**src/rtl/auth_pkg.sv**
```systemverilog
package auth_pkg;
  typedef logic [7:0] octet_t;

  // register offsets decoded by the host
  localparam octet_t REG_CAUSE  = 8'h03;
  localparam octet_t REG_START  = 8'h05;
  localparam octet_t REG_CHAL   = 8'h08;
  localparam octet_t REG_RSP    = 8'h09;
  localparam octet_t REG_RESULT = 8'h0B;

  // cause bit positions
  localparam int CAUSE_DONE_BIT = 3;
  localparam int CAUSE_REQ_BIT  = 4;

  // value that opens a round
  localparam octet_t START_KEY = 8'h4E;
endpackage

```
**src/rtl/auth_lfsr.sv**
```systemverilog
module auth_lfsr #(
  parameter int          W    = 32,
  parameter logic [W-1:0] TAPS = 32'h8020_0003,
  parameter logic [W-1:0] SEED = 32'h1D2C_3B4A
) (
  input  logic         clk,
  input  logic         rst_n,
  output logic [W-1:0] state
);
  logic [W-1:0] nxt;

  // right-shifting Galois form; zero is unreachable from a non-zero seed
  always_comb begin
    nxt = {1'b0, state[W-1:1]};
    if (state[0]) nxt = nxt ^ TAPS;
  end

  always_ff @(posedge clk) begin
    if (!rst_n) state <= SEED;
    else        state <= nxt;
  end
endmodule

```
**src/rtl/auth_byte_seq.sv**
```systemverilog
module auth_byte_seq #(
  parameter  int N  = 4,
  localparam int PW = (N > 1) ? $clog2(N) : 1
) (
  input  logic          clk,
  input  logic          rst_n,
  input  logic          restart,
  input  logic          step,
  output logic [PW-1:0] idx,
  output logic          last
);
  assign last = (idx == PW'(N - 1));

  always_ff @(posedge clk) begin
    if (!rst_n)       idx <= '0;
    else if (restart) idx <= '0;
    else if (step)    idx <= last ? '0 : idx + 1'b1;
  end
endmodule

```
**src/rtl/auth_rsp_calc.sv**
```systemverilog
module auth_rsp_calc (
  input  logic [31:0] chal,
  input  logic [7:0]  rev,
  input  logic [15:0] dev,
  output logic [31:0] rsp
);
  logic [7:0] b0, b1, b2, b3, hi_id, lo_id;
  logic [7:0] mix_a, mix_b, id_mix, lo_mix;
  logic [7:0] r0, r1, r2, r3;

  assign b0    = chal[31:24];
  assign b1    = chal[23:16];
  assign b2    = chal[15:8];
  assign b3    = chal[7:0];
  assign hi_id = dev[15:8];
  assign lo_id = dev[7:0];

  always_comb begin
    mix_a  = b0 + b1 * 8'hC1 + 8'h18 + rev;
    mix_b  = b3 * b2 + 8'h90;
    r0     = mix_a ^ mix_b;
    r1     = (b1 + b2 + 8'h90) ^ (r0 + b0 - 8'hC1);
    id_mix = (hi_id + rev * 8'h23) ^ 8'h19;
    r2     = (b2 + 8'hC8) ^ (r0 + id_mix);
    lo_mix = (lo_id + 8'hC8) ^ 8'h90;
    r3     = (b0 + 8'hC1) ^ (b3 + lo_mix);
  end

  assign rsp = {r0, r1, r2, r3};
endmodule

```
**src/rtl/auth_engine.sv**
```systemverilog
module auth_engine
  import auth_pkg::*;
#(
  parameter int                      CHAL_BYTES = 4,
  localparam int                     CHAL_W     = CHAL_BYTES * 8,
  parameter logic [CHAL_W-1:0]       LFSR_TAPS  = 32'h8020_0003,
  parameter logic [CHAL_W-1:0]       LFSR_SEED  = 32'h1D2C_3B4A,
  localparam int                     PW         = (CHAL_BYTES > 1) ? $clog2(CHAL_BYTES) : 1
) (
  input  logic        clk,
  input  logic        rst_n,
  input  logic        wr_en,
  input  logic        rd_en,
  input  logic [7:0]  addr,
  input  logic [7:0]  wdata,
  output logic [7:0]  rdata,
  input  logic [7:0]  rev_id,
  input  logic [15:0] dev_id,
  output logic        irq
);
  logic [CHAL_W-1:0] lfsr_q, chal_q, expect_w, got_w;
  logic              start_hit, wr_rsp, check_evt, rd_chal, armed;
  logic              pass_q, cause_req_q, cause_done_q;
  logic [PW-1:0]     rptr, wptr;
  logic              rlast, wlast;
  octet_t            chal_b [CHAL_BYTES];
  octet_t            rsp_b  [CHAL_BYTES];

  // decode
  assign start_hit = wr_en && (addr == REG_START) && (wdata == START_KEY);
  assign wr_rsp    = wr_en && (addr == REG_RSP) && armed;
  assign check_evt = wr_rsp && wlast;
  assign rd_chal   = rd_en && (addr == REG_CHAL);

  auth_lfsr #(.W(CHAL_W), .TAPS(LFSR_TAPS), .SEED(LFSR_SEED)) u_lfsr (
    .clk(clk), .rst_n(rst_n), .state(lfsr_q)
  );

  // challenge holds between accepted start writes
  always_ff @(posedge clk) begin
    if (!rst_n)         chal_q <= '0;
    else if (start_hit) chal_q <= lfsr_q;
  end

  always_ff @(posedge clk) begin
    if (!rst_n)         armed <= 1'b0;
    else if (start_hit) armed <= 1'b1;
    else if (check_evt) armed <= 1'b0;
  end

  auth_byte_seq #(.N(CHAL_BYTES)) u_rd_seq (
    .clk(clk), .rst_n(rst_n), .restart(start_hit), .step(rd_chal),
    .idx(rptr), .last(rlast)
  );

  auth_byte_seq #(.N(CHAL_BYTES)) u_wr_seq (
    .clk(clk), .rst_n(rst_n), .restart(start_hit), .step(wr_rsp),
    .idx(wptr), .last(wlast)
  );

  // byte views, most significant first
  for (genvar k = 0; k < CHAL_BYTES; k++) begin : g_bytes
    assign chal_b[k] = chal_q[CHAL_W-1-8*k -: 8];
    if (k == CHAL_BYTES - 1) begin : g_tail
      assign rsp_b[k] = wdata;
    end else begin : g_hold
      always_ff @(posedge clk) begin
        if (!rst_n)                              rsp_b[k] <= '0;
        else if (wr_rsp && (wptr == PW'(k)))     rsp_b[k] <= wdata;
      end
    end
    assign got_w[CHAL_W-1-8*k -: 8] = rsp_b[k];
  end

  auth_rsp_calc u_calc (
    .chal(chal_q), .rev(rev_id), .dev(dev_id), .rsp(expect_w)
  );

  always_ff @(posedge clk) begin
    if (!rst_n)         pass_q <= 1'b0;
    else if (check_evt) pass_q <= (got_w == expect_w);
  end

  // cause bits: set by events, cleared by writing 1
  always_ff @(posedge clk) begin
    if (!rst_n) begin
      cause_req_q  <= 1'b0;
      cause_done_q <= 1'b0;
    end else begin
      if (start_hit)
        cause_req_q <= 1'b1;
      else if (wr_en && (addr == REG_CAUSE) && wdata[CAUSE_REQ_BIT])
        cause_req_q <= 1'b0;
      if (check_evt)
        cause_done_q <= 1'b1;
      else if (wr_en && (addr == REG_CAUSE) && wdata[CAUSE_DONE_BIT])
        cause_done_q <= 1'b0;
    end
  end

  assign irq = cause_req_q | cause_done_q;

  always_comb begin
    rdata = '0;
    case (addr)
      REG_CAUSE: begin
        rdata[CAUSE_REQ_BIT]  = cause_req_q;
        rdata[CAUSE_DONE_BIT] = cause_done_q;
      end
      REG_CHAL:   rdata = chal_b[rptr];
      REG_RESULT: rdata = {7'b0, pass_q};
      default:    rdata = '0;
    endcase
  end

  logic unused_rlast;
  assign unused_rlast = rlast;
endmodule

```
**config.mk**
```make
export PLATFORM = sky130hd
export DESIGN_NAME = auth_engine
export DESIGN_NICKNAME = d
export VERILOG_FILES = /design/src/rtl/auth_pkg.sv /design/src/rtl/auth_lfsr.sv /design/src/rtl/auth_byte_seq.sv /design/src/rtl/auth_rsp_calc.sv /design/src/rtl/auth_engine.sv
export SDC_FILE = /design/constraint.sdc
export NUM_CORES = 1
export LEC_CHECK = 0
export ABC_AREA = 1
export BUFFER_PORTS_ARGS = -buffer_cell sky130_fd_sc_hd__buf_2
export CAP_MARGIN = 0
export CORE_MARGIN = 2
export CORE_UTILIZATION = 52
export CTS_BUF_LIST = sky130_fd_sc_hd__clkbuf_8
export DETAILED_ROUTE_END_ITERATION = 10
export PLACE_DENSITY = 0.8
export SETUP_SLACK_MARGIN = 0.5
export SLEW_MARGIN = 20
export SYNTH_ARGS = -nofsm -noshare
export SYNTH_HDL_FRONTEND = slang
export SYNTH_SLANG_ARGS = --single-unit
```
**constraint.sdc**
```tcl
create_clock -name clk -period 16.01 [get_ports clk]
set_input_delay 0.8005 -clock clk [delete_from_list [all_inputs] [get_ports clk]]
set_output_delay 0.8005 -clock clk [all_outputs]
set_load 0.005 [all_outputs]
```
==> results of run 1 <==
sequential cells by signal (all words and copies together) (netlist names), 2 cells and up:
| register | flops |
|---|---|
| chal_b | 32 |
| got_w | 24 |
| u_lfsr.state | 32 |
| u_wr_seq.idx | 2 |
| u_rd_seq.idx | 2 |
worst reg2reg max path: cells and delay by family (launching register included):
family / cells / cell delay (ps)
flip-flops: 1 / 720
AO/OA/AOI/OAI: 1 / 100
adder cells (fa/ha/maj): 8 / 3080
AND/OR/NAND/NOR: 14 / 1580
buffers and inverters: 5 / 240
final cells by class:
cell class	count	share of cell area, %
clock buffers	9	1.31
clock inverters	7	0.980
inverters	271	10.8
multi-input cells	890	60.8
flip-flops and latches	96	20.3
well taps	220	2.91
repair buffers	54	2.91
layer usage:
metal	vias to the layer above	share of wire, %	GRT usage, %	routed length, um
met2	305	44	42.4	10200
li1	4077	-	-	-
met4	0	3.9	12.3	887
met5	-	0	0	0
met3	73	8.0	5.14	1840
met1	3610	44	33.0	10100
where the power goes:
group	internal (uW)	switching (uW)
Combinational	95.4	145
Sequential	244	1.76
Clock	88.3	91.5
Total	427	238
logic make-up (layout without fill, tap and decap cells):
| group | after synthesis | count (layout) | share of synthesized area, % |
|---|---|---|---|
| simple gates | 509 | 509 | 24.9 |
| compound gates | 175 | 175 | 10.9 |
| flops | 96 | 96 | 21.8 |
| buf+inv | 299 | 341 | 13.2 |
| xor+xnor | 69 | 69 | 7.01 |
| fa+ha+maj | 137 | 137 | 22.2 |
final timing paths:
check / endpoint / slack, ps / depth (start not counted)
worst max-delay path: pass_q / 10250 / 28
worst min-delay path: u_lfsr.state[18] / 440 / 2
worst max register to register: pass_q / 10250 / 28
worst min register to register: u_lfsr.state[18] / 440 / 2
placed cells by master, fill, tap and decap left out, types with 2 or more instances in the layout:
| master | synthesis | routed |
|---|---|---|
| sky130_fd_sc_hd__a211oi_1 | 6 | 6 |
| sky130_fd_sc_hd__nor3_1 | 3 | 3 |
| sky130_fd_sc_hd__a32o_1 | 2 | 2 |
| sky130_fd_sc_hd__inv_2 | 11 | 11 |
| sky130_fd_sc_hd__fa_1 | 33 | 33 |
| sky130_fd_sc_hd__o21ai_0 | 60 | 60 |
| sky130_fd_sc_hd__nand2_2 | 15 | 15 |
| sky130_fd_sc_hd__buf_4 | 7 | 2 |
| sky130_fd_sc_hd__a22oi_1 | 13 | 13 |
| sky130_fd_sc_hd__o21bai_1 | 2 | 2 |
| sky130_fd_sc_hd__inv_1 | 258 | 258 |
| sky130_fd_sc_hd__dfxtp_1 | 96 | 96 |
| sky130_fd_sc_hd__nand3b_1 | 7 | 7 |
| sky130_fd_sc_hd__ha_1 | 104 | 104 |
| sky130_fd_sc_hd__nor2_2 | 3 | 3 |
| sky130_fd_sc_hd__a21oi_1 | 83 | 83 |
| sky130_fd_sc_hd__clkinv_2 | 1 | 4 |
| sky130_fd_sc_hd__nand3_2 | 5 | 5 |
| sky130_fd_sc_hd__nand2_1 | 328 | 328 |
| sky130_fd_sc_hd__nand3_1 | 76 | 76 |
| sky130_fd_sc_hd__clkbuf_8 | 0 | 9 |
| sky130_fd_sc_hd__nor2_1 | 46 | 46 |
| sky130_fd_sc_hd__xnor2_1 | 32 | 32 |
| sky130_fd_sc_hd__or2_1 | 3 | 3 |
| sky130_fd_sc_hd__inv_6 | 0 | 2 |
| sky130_fd_sc_hd__buf_2 | 3 | 52 |
| sky130_fd_sc_hd__or2_2 | 12 | 12 |
| sky130_fd_sc_hd__xor2_1 | 36 | 36 |
| sky130_fd_sc_hd__nand4_1 | 7 | 7 |
| sky130_fd_sc_hd__o211ai_1 | 2 | 2 |
| sky130_fd_sc_hd__bufinv_16 | 0 | 2 |
per-stage QoR:
stage / hold slack (ps) / cell area, um^2 / cells / worst slack [ps] / total power, uW
2_1_floorplan: 392 / 8820 / 1285 / 10660 / 432
3_3_place_gp: 402 / 9230 / 1531 / 10270 / 481
3_5_place_dp: 409 / 9230 / 1531 / 10200 / 487
4_1_cts: 437 / 9450 / 1547 / 10340 / 665
5_1_grt: 460 / 9450 / 1547 / 9960 / 711
6_report: 437 / 9450 / 1547 / 10250 / 666
==> flow_metrics.env, run 1 <==
export IMPL_critical_path_max_stage_delay_ps=720
export IMPL_ys_types=44
export IMPL_worst_endpoint_arrival_ps=6090
export IMPL_maxClockFrequency_mhz=174
export IMPL_clock_root_buffer="sky130_fd_sc_hd__clkbuf_8"
export IMPL_top_level_ports=53
export IMPL_antenna_found_initial=0
export IMPL_cts_path_max_buffers=2
export IMPL_path_common_cell="sky130_fd_sc_hd__nand2_1"
export IMPL_run_status="completed"
export IMPL_port_buffers=52
export IMPL_average_instance_area_after_synthesis_um2=6.87
export IMPL_clkSlewWorstSetupHoldPaths_ps=100
export IMPL_drt_first_pass_iters=5
export IMPL_chipHeight_um=134
export IMPL_core_region_area_mm2=0.0166
export IMPL_timing_final_setup_violations=0
export IMPL_ys_async_rst_share_pct=0
export IMPL_cts_num_sinks=96
export IMPL_fill_cells=1596
export IMPL_timing_critical_path_buf_inv=5
export IMPL_worst_endpoint_required_ps=16340
export IMPL_detailedPlacementHpwl_mm=18.5
export IMPL_total_leakage_power_uw=0.00519
export IMPL_post_drt_via_cell_ratio=5.21
export IMPL_tritoncts="yes"
export IMPL_vias_in_the_first_global_route=7470
export IMPL_yosys_warnings=0
export IMPL_final_util_pct=57.0
export IMPL_number_of_flip_flops_and_latches_in_the_synthesized_netlist=96
export IMPL_insertion_delay_ps=390
export IMPL_global_route_usage_total_pct=26.0
export IMPL_pwr_density_cell_mw_per_mm2=70.5
export IMPL_cp_start_kind="register"
export IMPL_crit_path_start="chal_b[8]"
export IMPL_synth_nets=1466
export IMPL_design_die_area_mm2=0.0180
export IMPL_finalWeightedCongestion=0.951
export IMPL_reg2reg_from="chal_b[8]"
export IMPL_synth_most_common_cell="sky130_fd_sc_hd__nand2_1"
export IMPL_report_final_hold_viol_count=0
export IMPL_cts_resized=0
export IMPL_flow_area_growth_from_synthesis_pct=7.08
export IMPL_register_cell_area_after_layout_mm2=0.00192
export IMPL_cts_made_buffers=9
export IMPL_synth_enable_flop_cells=0
export IMPL_detail_route_drc_violations=0
export IMPL_cts_hold_buf=0
export IMPL_class_of_the_tightest_hold_or_removal_check="register to register"
export IMPL_finalWirelength_mm=23.0
export IMPL_post_synth_top_area_fraction_pct=21.8
export IMPL_max_slew_margin_pct=48.4
export IMPL_htree_levels=3
export IMPL_fin_setup_tns_ps=0
export IMPL_yosysTopAreaCell="sky130_fd_sc_hd__dfxtp_1"
export IMPL_largest_cells_by_area_after_synthesis="sky130_fd_sc_hd__dfxtp_1 22%, sky130_fd_sc_hd__ha_1 15%, sky130_fd_sc_hd__nand2_1 14%"
export IMPL_period_minus_slack_ps=5760
export IMPL_maximum_number_of_pins_on_one_net_before_global_route_repair=58
export IMPL_rows=47
export IMPL_synthesized_instance_count=1285
export IMPL_portion_of_the_post_synthesis_area_used_by_sequential_elements_pct=21.8
export IMPL_drt_wirelength_per_cell_um=14.9
export IMPL_worst_path_max_fanout=13
export IMPL_critPathSlowestCell="sky130_fd_sc_hd__dfxtp_1"
export IMPL_tightest_slew_ps=766
export IMPL_fin_crit_sh_pct=36.0
export IMPL_hold_path_startpoint="u_lfsr.state[19]"
export IMPL_die_width_um=134
export IMPL_multi_input_comb_area_mm2=0.00574
export IMPL_critPathKind="register to register"
export IMPL_rsz0062_at_grt="no"
export IMPL_grt_overflow_total=0
export IMPL_timing_critical_path_max_delay_family="adder cells"
export IMPL_fraction_of_final_layout_cells_sized_beyond_drive_strength_1_pct=9.12
export IMPL_first_iter_violations=611
export IMPL_number_of_max_cap_violations=0
export IMPL_first_pass_grt_wire_length_mm=36.1
export IMPL_initial_core_util_pct=53.2
export IMPL_postCtsSetupBuffers=0
export IMPL_nNetsFinal=1503
export IMPL_insertedDiodeCount=0
export IMPL_mappedNetlistArea_mm2=0.00882
export IMPL_cp_end_kind="register"
export IMPL_via_count=8065
export IMPL_clock_skew_final_ps=15.1
export IMPL_synth_cells_most_frequent="328 x sky130_fd_sc_hd__nand2_1, 258 x sky130_fd_sc_hd__inv_1, 104 x sky130_fd_sc_hd__ha_1, 96 x sky130_fd_sc_hd__dfxtp_1, 83 x sky130_fd_sc_hd__a21oi_1"
export IMPL_slew_viol_final=0
export IMPL_antenna_violating_nets_post_route=0
export IMPL_dominantRegCellSynth="sky130_fd_sc_hd__dfxtp_1"
export IMPL_peakVddDrop_uv=62.1
No activity file was read; power rests on OpenSTA's default activity.
==> run 2, diff against run 1 <==
==> constraint.sdc (replaced) <==
create_clock -name clk -period 6.02 [get_ports clk]
set_input_delay 0.301 -clock clk [delete_from_list [all_inputs] [get_ports clk]]
set_output_delay 0.301 -clock clk [all_outputs]
set_load 0.005 [all_outputs]
==> run 2 against run 1 <==
Compared with the run above:
- combinational power grew to 2.7 times the previous value
- clock skew down 3.9 ps
- power grew to 2.5 times the previous value
- fmax rose by 9.9%
- critical endpoint unchanged
- design area is 1.9% higher
- first-iteration DRC count up 3.9%
- non-clock buffer count is 23 higher
- register-to-register slack worse by 9500 ps
- worst setup slack got worse by 9500 ps
==> flow_metrics.env, run 2 (synthesis gave the netlist of run 1 again) <==
export IMPL_postLayoutSetupSlackWorst_ps=777
export IMPL_post_drt_via_cell_ratio=5.24
export IMPL_most_used_cells_in_the_layout_excluding_fill_and_tap_cells="327 x sky130_fd_sc_hd__nand2_1, 260 x sky130_fd_sc_hd__inv_1, 103 x sky130_fd_sc_hd__ha_1"
export IMPL_total_leakage_power_uw=0.00529
export IMPL_peakVddDrop_uv=167
export IMPL_worst_path_max_fanout=5
export IMPL_htree_levels=3
export IMPL_hold_path_cell_count=3
export IMPL_cts_made_buffers=9
export IMPL_nNetsFinal=1526
export IMPL_first_iter_violations=635
export IMPL_die_width_um=134
export IMPL_run_status="completed"
export IMPL_worst_endpoint_arrival_ps=5480
export IMPL_max_slew_margin_pct=50.4
export IMPL_rsz0062_at_grt="no"
export IMPL_antenna_found_initial=0
export IMPL_insertion_delay_ps=370
export IMPL_layout_cells_most_common="sky130_fd_sc_hd__nand2_1"
export IMPL_number_of_max_cap_violations=0
export IMPL_worst_r2r_cell_count=29
export IMPL_critPathKind="register to register"
export IMPL_period_minus_slack_ps=5240
export IMPL_fin_crit_sh_pct=87.1
export IMPL_final_util_pct=58.0
export IMPL_report_final_hold_viol_count=0
export IMPL_critical_path_max_stage_delay_ps=540
export IMPL_fin_setup_tns_ps=0
export IMPL_cp_end_kind="register"
export IMPL_worst_endpoint_required_ps=6260
export IMPL_vias_in_the_first_global_route=7627
export IMPL_maximum_number_of_pins_on_one_net_before_global_route_repair=58
export IMPL_critPathSlowestCell="sky130_fd_sc_hd__fa_1"
export IMPL_detailedPlacementHpwl_mm=19.6
export IMPL_tritoncts="yes"
export IMPL_clock_skew_final_ps=11.2
export IMPL_flow_area_growth_from_synthesis_pct=9.09
export IMPL_chipHeight_um=134
export IMPL_cts_path_max_buffers=2
export IMPL_pwr_density_cell_mw_per_mm2=174
export IMPL_finalWeightedCongestion=0.968
export IMPL_slew_viol_final=0
export IMPL_insertedDiodeCount=0
export IMPL_initial_core_util_pct=53.2
export IMPL_critical_path_depth=29
export IMPL_clock_root_buffer="sky130_fd_sc_hd__clkbuf_8"
export IMPL_first_pass_grt_wire_length_mm=37.5
export IMPL_rows=47
export IMPL_port_buffers=52
export IMPL_drt_first_pass_iters=5
export IMPL_cts_hold_buf=0
export IMPL_timing_critical_path_max_delay_family="adder cells"
export IMPL_tightest_slew_ps=738
export IMPL_power_uw=1680
export IMPL_maxClockFrequency_mhz=191
export IMPL_clkSlewWorstSetupHoldPaths_ps=100
export IMPL_design_die_area_mm2=0.0180
export IMPL_class_of_the_tightest_hold_or_removal_check="input pin to register"
export IMPL_detail_route_drc_violations=0
export IMPL_path_common_cell="sky130_fd_sc_hd__nand2_1"
export IMPL_top_level_ports=53
export IMPL_core_region_area_mm2=0.0166
export IMPL_placement_setup_worst_slack_ps=494
export IMPL_finalWirelength_mm=24.0
export IMPL_timing_critical_path_buf_inv=8
export IMPL_cp_start_kind="register"
export IMPL_antenna_violating_nets_post_route=0
export IMPL_drt_wirelength_per_cell_um=15.3
export IMPL_fraction_of_final_layout_cells_sized_beyond_drive_strength_1_pct=11.5
export IMPL_via_count=8232
export IMPL_grt_overflow_total=0
export IMPL_cts_num_sinks=96
export IMPL_finalHoldWorstSlack_ps=278
export IMPL_global_route_usage_total_pct=26.9
export IMPL_timing_final_setup_violations=0
## run 2: worst register-to-register path: cells and delay by family, from the launching register on
kind                       cells  cell delay, ps
AOI/OAI and AO/OA              2             200
xor gates and xnor gates       1             100
adders and majority gates      7            2840
buffers and inverters          8             490
DFF                            1             380
and+or+nand+nor               11            1120
## run 2: final cells by class
class / instances / area, um^2
Fill cell: 1592 / 6960
Multi-Input combinational cell: 890 / 5750
Sequential cell: 96 / 1950
Inverter: 271 / 1020
Timing Repair Buffer: 77 / 455
Tap cell: 220 / 275
Clock buffer: 10 / 138
Clock inverter: 6 / 37.5
## run 2: per-layer routing
metal | track usage (%) | wire (um) | up-vias
li1 | - | - | 4128
met1 | 35.9 | 10500 | 3734
met2 | 44.3 | 10900 | 304
met3 | 4.08 | 1880 | 66
met4 | 10.0 | 823 | 0
met5 | 0 | 0 | -
## run 2: where the power goes
part | leakage [uW] | switching [uW] | internal (uW)
logic | 0.00442 | 383 | 254
registers | 0.000790 | 4.55 | 645
clock network | 0.0000831 | 233 | 159
total | 0.00529 | 621 | 1060
## run 2: path summary, 6_finish.rpt
path,to,start,slack (ps)
max reg2reg,pass_q,chal_b[4],780
max,pass_q,chal_b[4],780
min reg2reg,u_lfsr.state[18],u_lfsr.state[19],430
min,u_rd_seq.idx[1],rd_en,280
## run 2: metrics by stage
| stage | instance area (um^2) | instances |
|---|---|---|
| 3_3_place_gp | 9310 | 1542 |
| 5_1_grt | 9620 | 1570 |
| 2_1_floorplan | 8820 | 1285 |
| 4_1_cts | 9490 | 1558 |
| 3_5_place_dp | 9310 | 1542 |
| 6_report | 9620 | 1570 |
## run 2: what timing repair did
item	CTS	global route
resized for setup	1	22
setup buffers	0	12
endpoints found under the setup margin	1	1
pin swaps	0	2
==> run 3, diff against run 2 <==
--- a/config.mk
+++ b/config.mk
@@ -9,10 +9,9 @@
 export BUFFER_PORTS_ARGS = -buffer_cell sky130_fd_sc_hd__buf_2
 export CAP_MARGIN = 0
 export CORE_MARGIN = 2
-export CORE_UTILIZATION = 52
-export CTS_BUF_LIST = sky130_fd_sc_hd__clkbuf_8
+export CORE_UTILIZATION = 61
 export DETAILED_ROUTE_END_ITERATION = 10
-export PLACE_DENSITY = 0.8
+export PLACE_DENSITY = 0.9
 export SETUP_SLACK_MARGIN = 0.5
 export SLEW_MARGIN = 20
 export SYNTH_ARGS = -nofsm -noshare
==> run 3 against run 2 <==
Compared with the run above:
- the run now ends with design-rule violations left
- worst setup slack worse by 25 ps
- clock skew fell by 4.5 ps
- die area shrank 14%
- combinational power increased by 2%
- fmax shrank 0.47%
- largest cell class unchanged
==> flow_metrics.env, run 3 (synthesis gave the netlist of run 1 again) <==
export IMPL_run_status="finished with violations"
export IMPL_violations="design-rule violations"
export IMPL_hold_path_cell_count=3
export IMPL_clock_root_buffer="sky130_fd_sc_hd__clkbuf_16"
export IMPL_clock_skew_final_ps=6.70
export IMPL_total_leakage_power_uw=0.00530
export IMPL_number_of_max_cap_violations=0
export IMPL_detail_route_drc_violations=1
export IMPL_maxClockFrequency_mhz=190
export IMPL_core_region_area_mm2=0.0140
export IMPL_layout_cells_most_common="sky130_fd_sc_hd__nand2_1"
export IMPL_insertedDiodeCount=0
export IMPL_port_buffers=52
export IMPL_vias_in_the_first_global_route=8270
export IMPL_comb_power_share_pct=33.5
export IMPL_period_minus_slack_ps=5270
export IMPL_most_used_cells_in_the_layout_excluding_fill_and_tap_cells="327 x sky130_fd_sc_hd__nand2_1, 257 x sky130_fd_sc_hd__inv_1, 101 x sky130_fd_sc_hd__ha_1"
export IMPL_post_drt_via_cell_ratio=5.64
export IMPL_antenna_violating_nets_post_route=0
export IMPL_chipHeight_um=124
export IMPL_pwr_density_cell_mw_per_mm2=201
export IMPL_tritoncts="yes"
export IMPL_fill_cells=1105
export IMPL_timing_final_setup_violations=0
export IMPL_htree_levels=3
export IMPL_cts_hold_buf=0
export IMPL_global_route_usage_total_pct=31.8
export IMPL_switching_share_pct=34.4
export IMPL_worst_endpoint_required_ps=6230
export IMPL_hold_path_startpoint="rd_en"
export IMPL_maximum_number_of_pins_on_one_net_before_global_route_repair=57
export IMPL_max_slew_margin_pct=49.9
export IMPL_total_switching_power_uw=670
export IMPL_reg2reg_from="chal_b[2]"
export IMPL_nNetsFinal=1516
export IMPL_p_seq_share_pct=33.4
export IMPL_rsz0062_at_grt="no"
export IMPL_report_final_hold_viol_count=0
export IMPL_flow_area_growth_from_synthesis_pct=9.79
export IMPL_ff2ff_setup_slack_ps=750
export IMPL_finalWeightedCongestion=1.04
export IMPL_die_width_um=124
export IMPL_clockPowerShare_pct=33.1
export IMPL_cp_end_kind="register"
export IMPL_design_die_area_mm2=0.0154
export IMPL_cp_start_kind="register"
export IMPL_initial_core_util_pct=63.1
export IMPL_tightest_slew_ps=751
export IMPL_clkSlewWorstSetupHoldPaths_ps=70
export IMPL_cts_path_max_buffers=2
export IMPL_p_int_uw=1280
export IMPL_cts_made_buffers=9
export IMPL_worst_r2r_cell_count=27
export IMPL_fin_crit_sh_pct=87.5
export IMPL_insertion_delay_ps=360
export IMPL_min_delay_worst_endpoint="u_rd_seq.idx[1]"
export IMPL_first_pass_grt_wire_length_mm=39.8
export IMPL_finalWirelength_mm=24.5
export IMPL_fin_setup_tns_ps=0
export IMPL_finalHoldWorstSlack_ps=301
export IMPL_rr_endpoint="pass_q"
export IMPL_drt_first_pass_iters=9
export IMPL_antenna_found_initial=0
export IMPL_top_level_ports=53
export IMPL_critPathKind="register to register"
export IMPL_cts_num_sinks=96
export IMPL_drt_wirelength_per_cell_um=16.1
export IMPL_class_of_the_tightest_hold_or_removal_check="input pin to register"
export IMPL_worst_path_max_fanout=8
export IMPL_grt_overflow_total=0
export IMPL_slew_viol_final=0
export IMPL_worst_endpoint_arrival_ps=5480
export IMPL_via_count=8576
export IMPL_final_util_pct=69.2
export IMPL_fraction_of_final_layout_cells_sized_beyond_drive_strength_1_pct=11.3
export IMPL_detailedPlacementHpwl_mm=19.2
export IMPL_first_iter_violations=840
export IMPL_rows=43
export IMPL_peakVddDrop_uv=265
## run 3: cell types whose count changed in the layout (fill, tap and decap cells not counted), moves of 3 or more
cell                        change
sky130_fd_sc_hd__inv_1          -3
sky130_fd_sc_hd__buf_4          -9
sky130_fd_sc_hd__dfxtp_4        -3
sky130_fd_sc_hd__inv_6          +3
sky130_fd_sc_hd__clkbuf_8      -10
sky130_fd_sc_hd__clkbuf_16      +9
## run 3: area by class of cell
type	count	area, um^2	share of cell area [%]
Clock inverter	7	101	1.05
Multi-Input combinational cell	890	5790	59.8
Sequential cell	96	1940	20.1
Clock buffer	9	225	2.33
Timing Repair Buffer	67	377	3.89
Inverter	271	1020	10.5
Tap cell	180	225	2.33
## run 3: power by group through the flow
| stage | clock (uW) | combinational (uW) | sequential (uW) |
|---|---|---|---|
| 2_1_floorplan | 0 | 482 | 666 |
| 3_3_place_gp | 0 | 599 | 667 |
| 3_5_place_dp | 0 | 620 | 668 |
| 4_1_cts | 640 | 624 | 653 |
| 5_1_grt | 671 | 740 | 653 |
| 6_report | 646 | 652 | 651 |
## run 3: stage by stage
| step | worst slack, ps | cell area, um^2 | power, uW | instances |
|---|---|---|---|---|
| CTS | 539 | 9580 | 1920 | 1516 |
| global route | 444 | 9690 | 2060 | 1520 |
| detailed placement | 483 | 9250 | 1290 | 1500 |
| floorplan | 924 | 8820 | 1150 | 1285 |
| global placement | 643 | 9250 | 1270 | 1500 |
| finish | 752 | 9690 | 1950 | 1520 |
## run 3: how the worst max path moves through the flow
stage               from  endpoint  slack (ps)  cells after the start
4_1_cts        chal_b[9]    pass_q         540                     30
6_report       chal_b[2]    pass_q         750                     27
3_3_place_gp   chal_b[2]    pass_q         640                     27
2_1_floorplan  chal_b[9]    pass_q         920                     27
5_1_grt        chal_b[9]    pass_q         440                     30
3_5_place_dp   chal_b[2]    pass_q         480                     27
## run 3: routing by layer
layer	track usage (%)	vias to the layer above	share of wire, %
met5	0	-	0
met4	14.3	0	4.7
met3	5.28	100	11
met2	54.2	423	47
met1	39.5	3947	38
li1	-	4106	-
## run 3: repair_timing
| action | 4_1_cts | 5_1_grt |
|---|---|---|
| setup endpoints to repair | 1 | 1 |
| setup buffers | 0 | 4 |
| resized for setup | 3 | 22 |
| pin swaps | 0 | 5 |
## run 3: worst max-delay path, cell delays in order (launching register included)
cell and delay (ps):
sky130_fd_sc_hd__dfxtp_4 400, sky130_fd_sc_hd__nand2_1 90, sky130_fd_sc_hd__fa_1 500, sky130_fd_sc_hd__fa_1 510, sky130_fd_sc_hd__inv_1 40, sky130_fd_sc_hd__ha_1 290, sky130_fd_sc_hd__fa_1 480, sky130_fd_sc_hd__ha_1 240
sky130_fd_sc_hd__fa_2 490, sky130_fd_sc_hd__or2_4 270, sky130_fd_sc_hd__nand2_4 80, sky130_fd_sc_hd__inv_1 40, sky130_fd_sc_hd__ha_1 260, sky130_fd_sc_hd__inv_1 100, sky130_fd_sc_hd__ha_4 220, sky130_fd_sc_hd__nand2_1 100
sky130_fd_sc_hd__nand2_1 70, sky130_fd_sc_hd__a21oi_1 160, sky130_fd_sc_hd__xnor2_1 100, sky130_fd_sc_hd__or2_1 240, sky130_fd_sc_hd__nand2_1 70, sky130_fd_sc_hd__inv_1 50, sky130_fd_sc_hd__nand2_1 60, sky130_fd_sc_hd__nand2_1 50
sky130_fd_sc_hd__nand2_1 60, sky130_fd_sc_hd__inv_1 40, sky130_fd_sc_hd__nand2_1 80, sky130_fd_sc_hd__a21oi_2 50
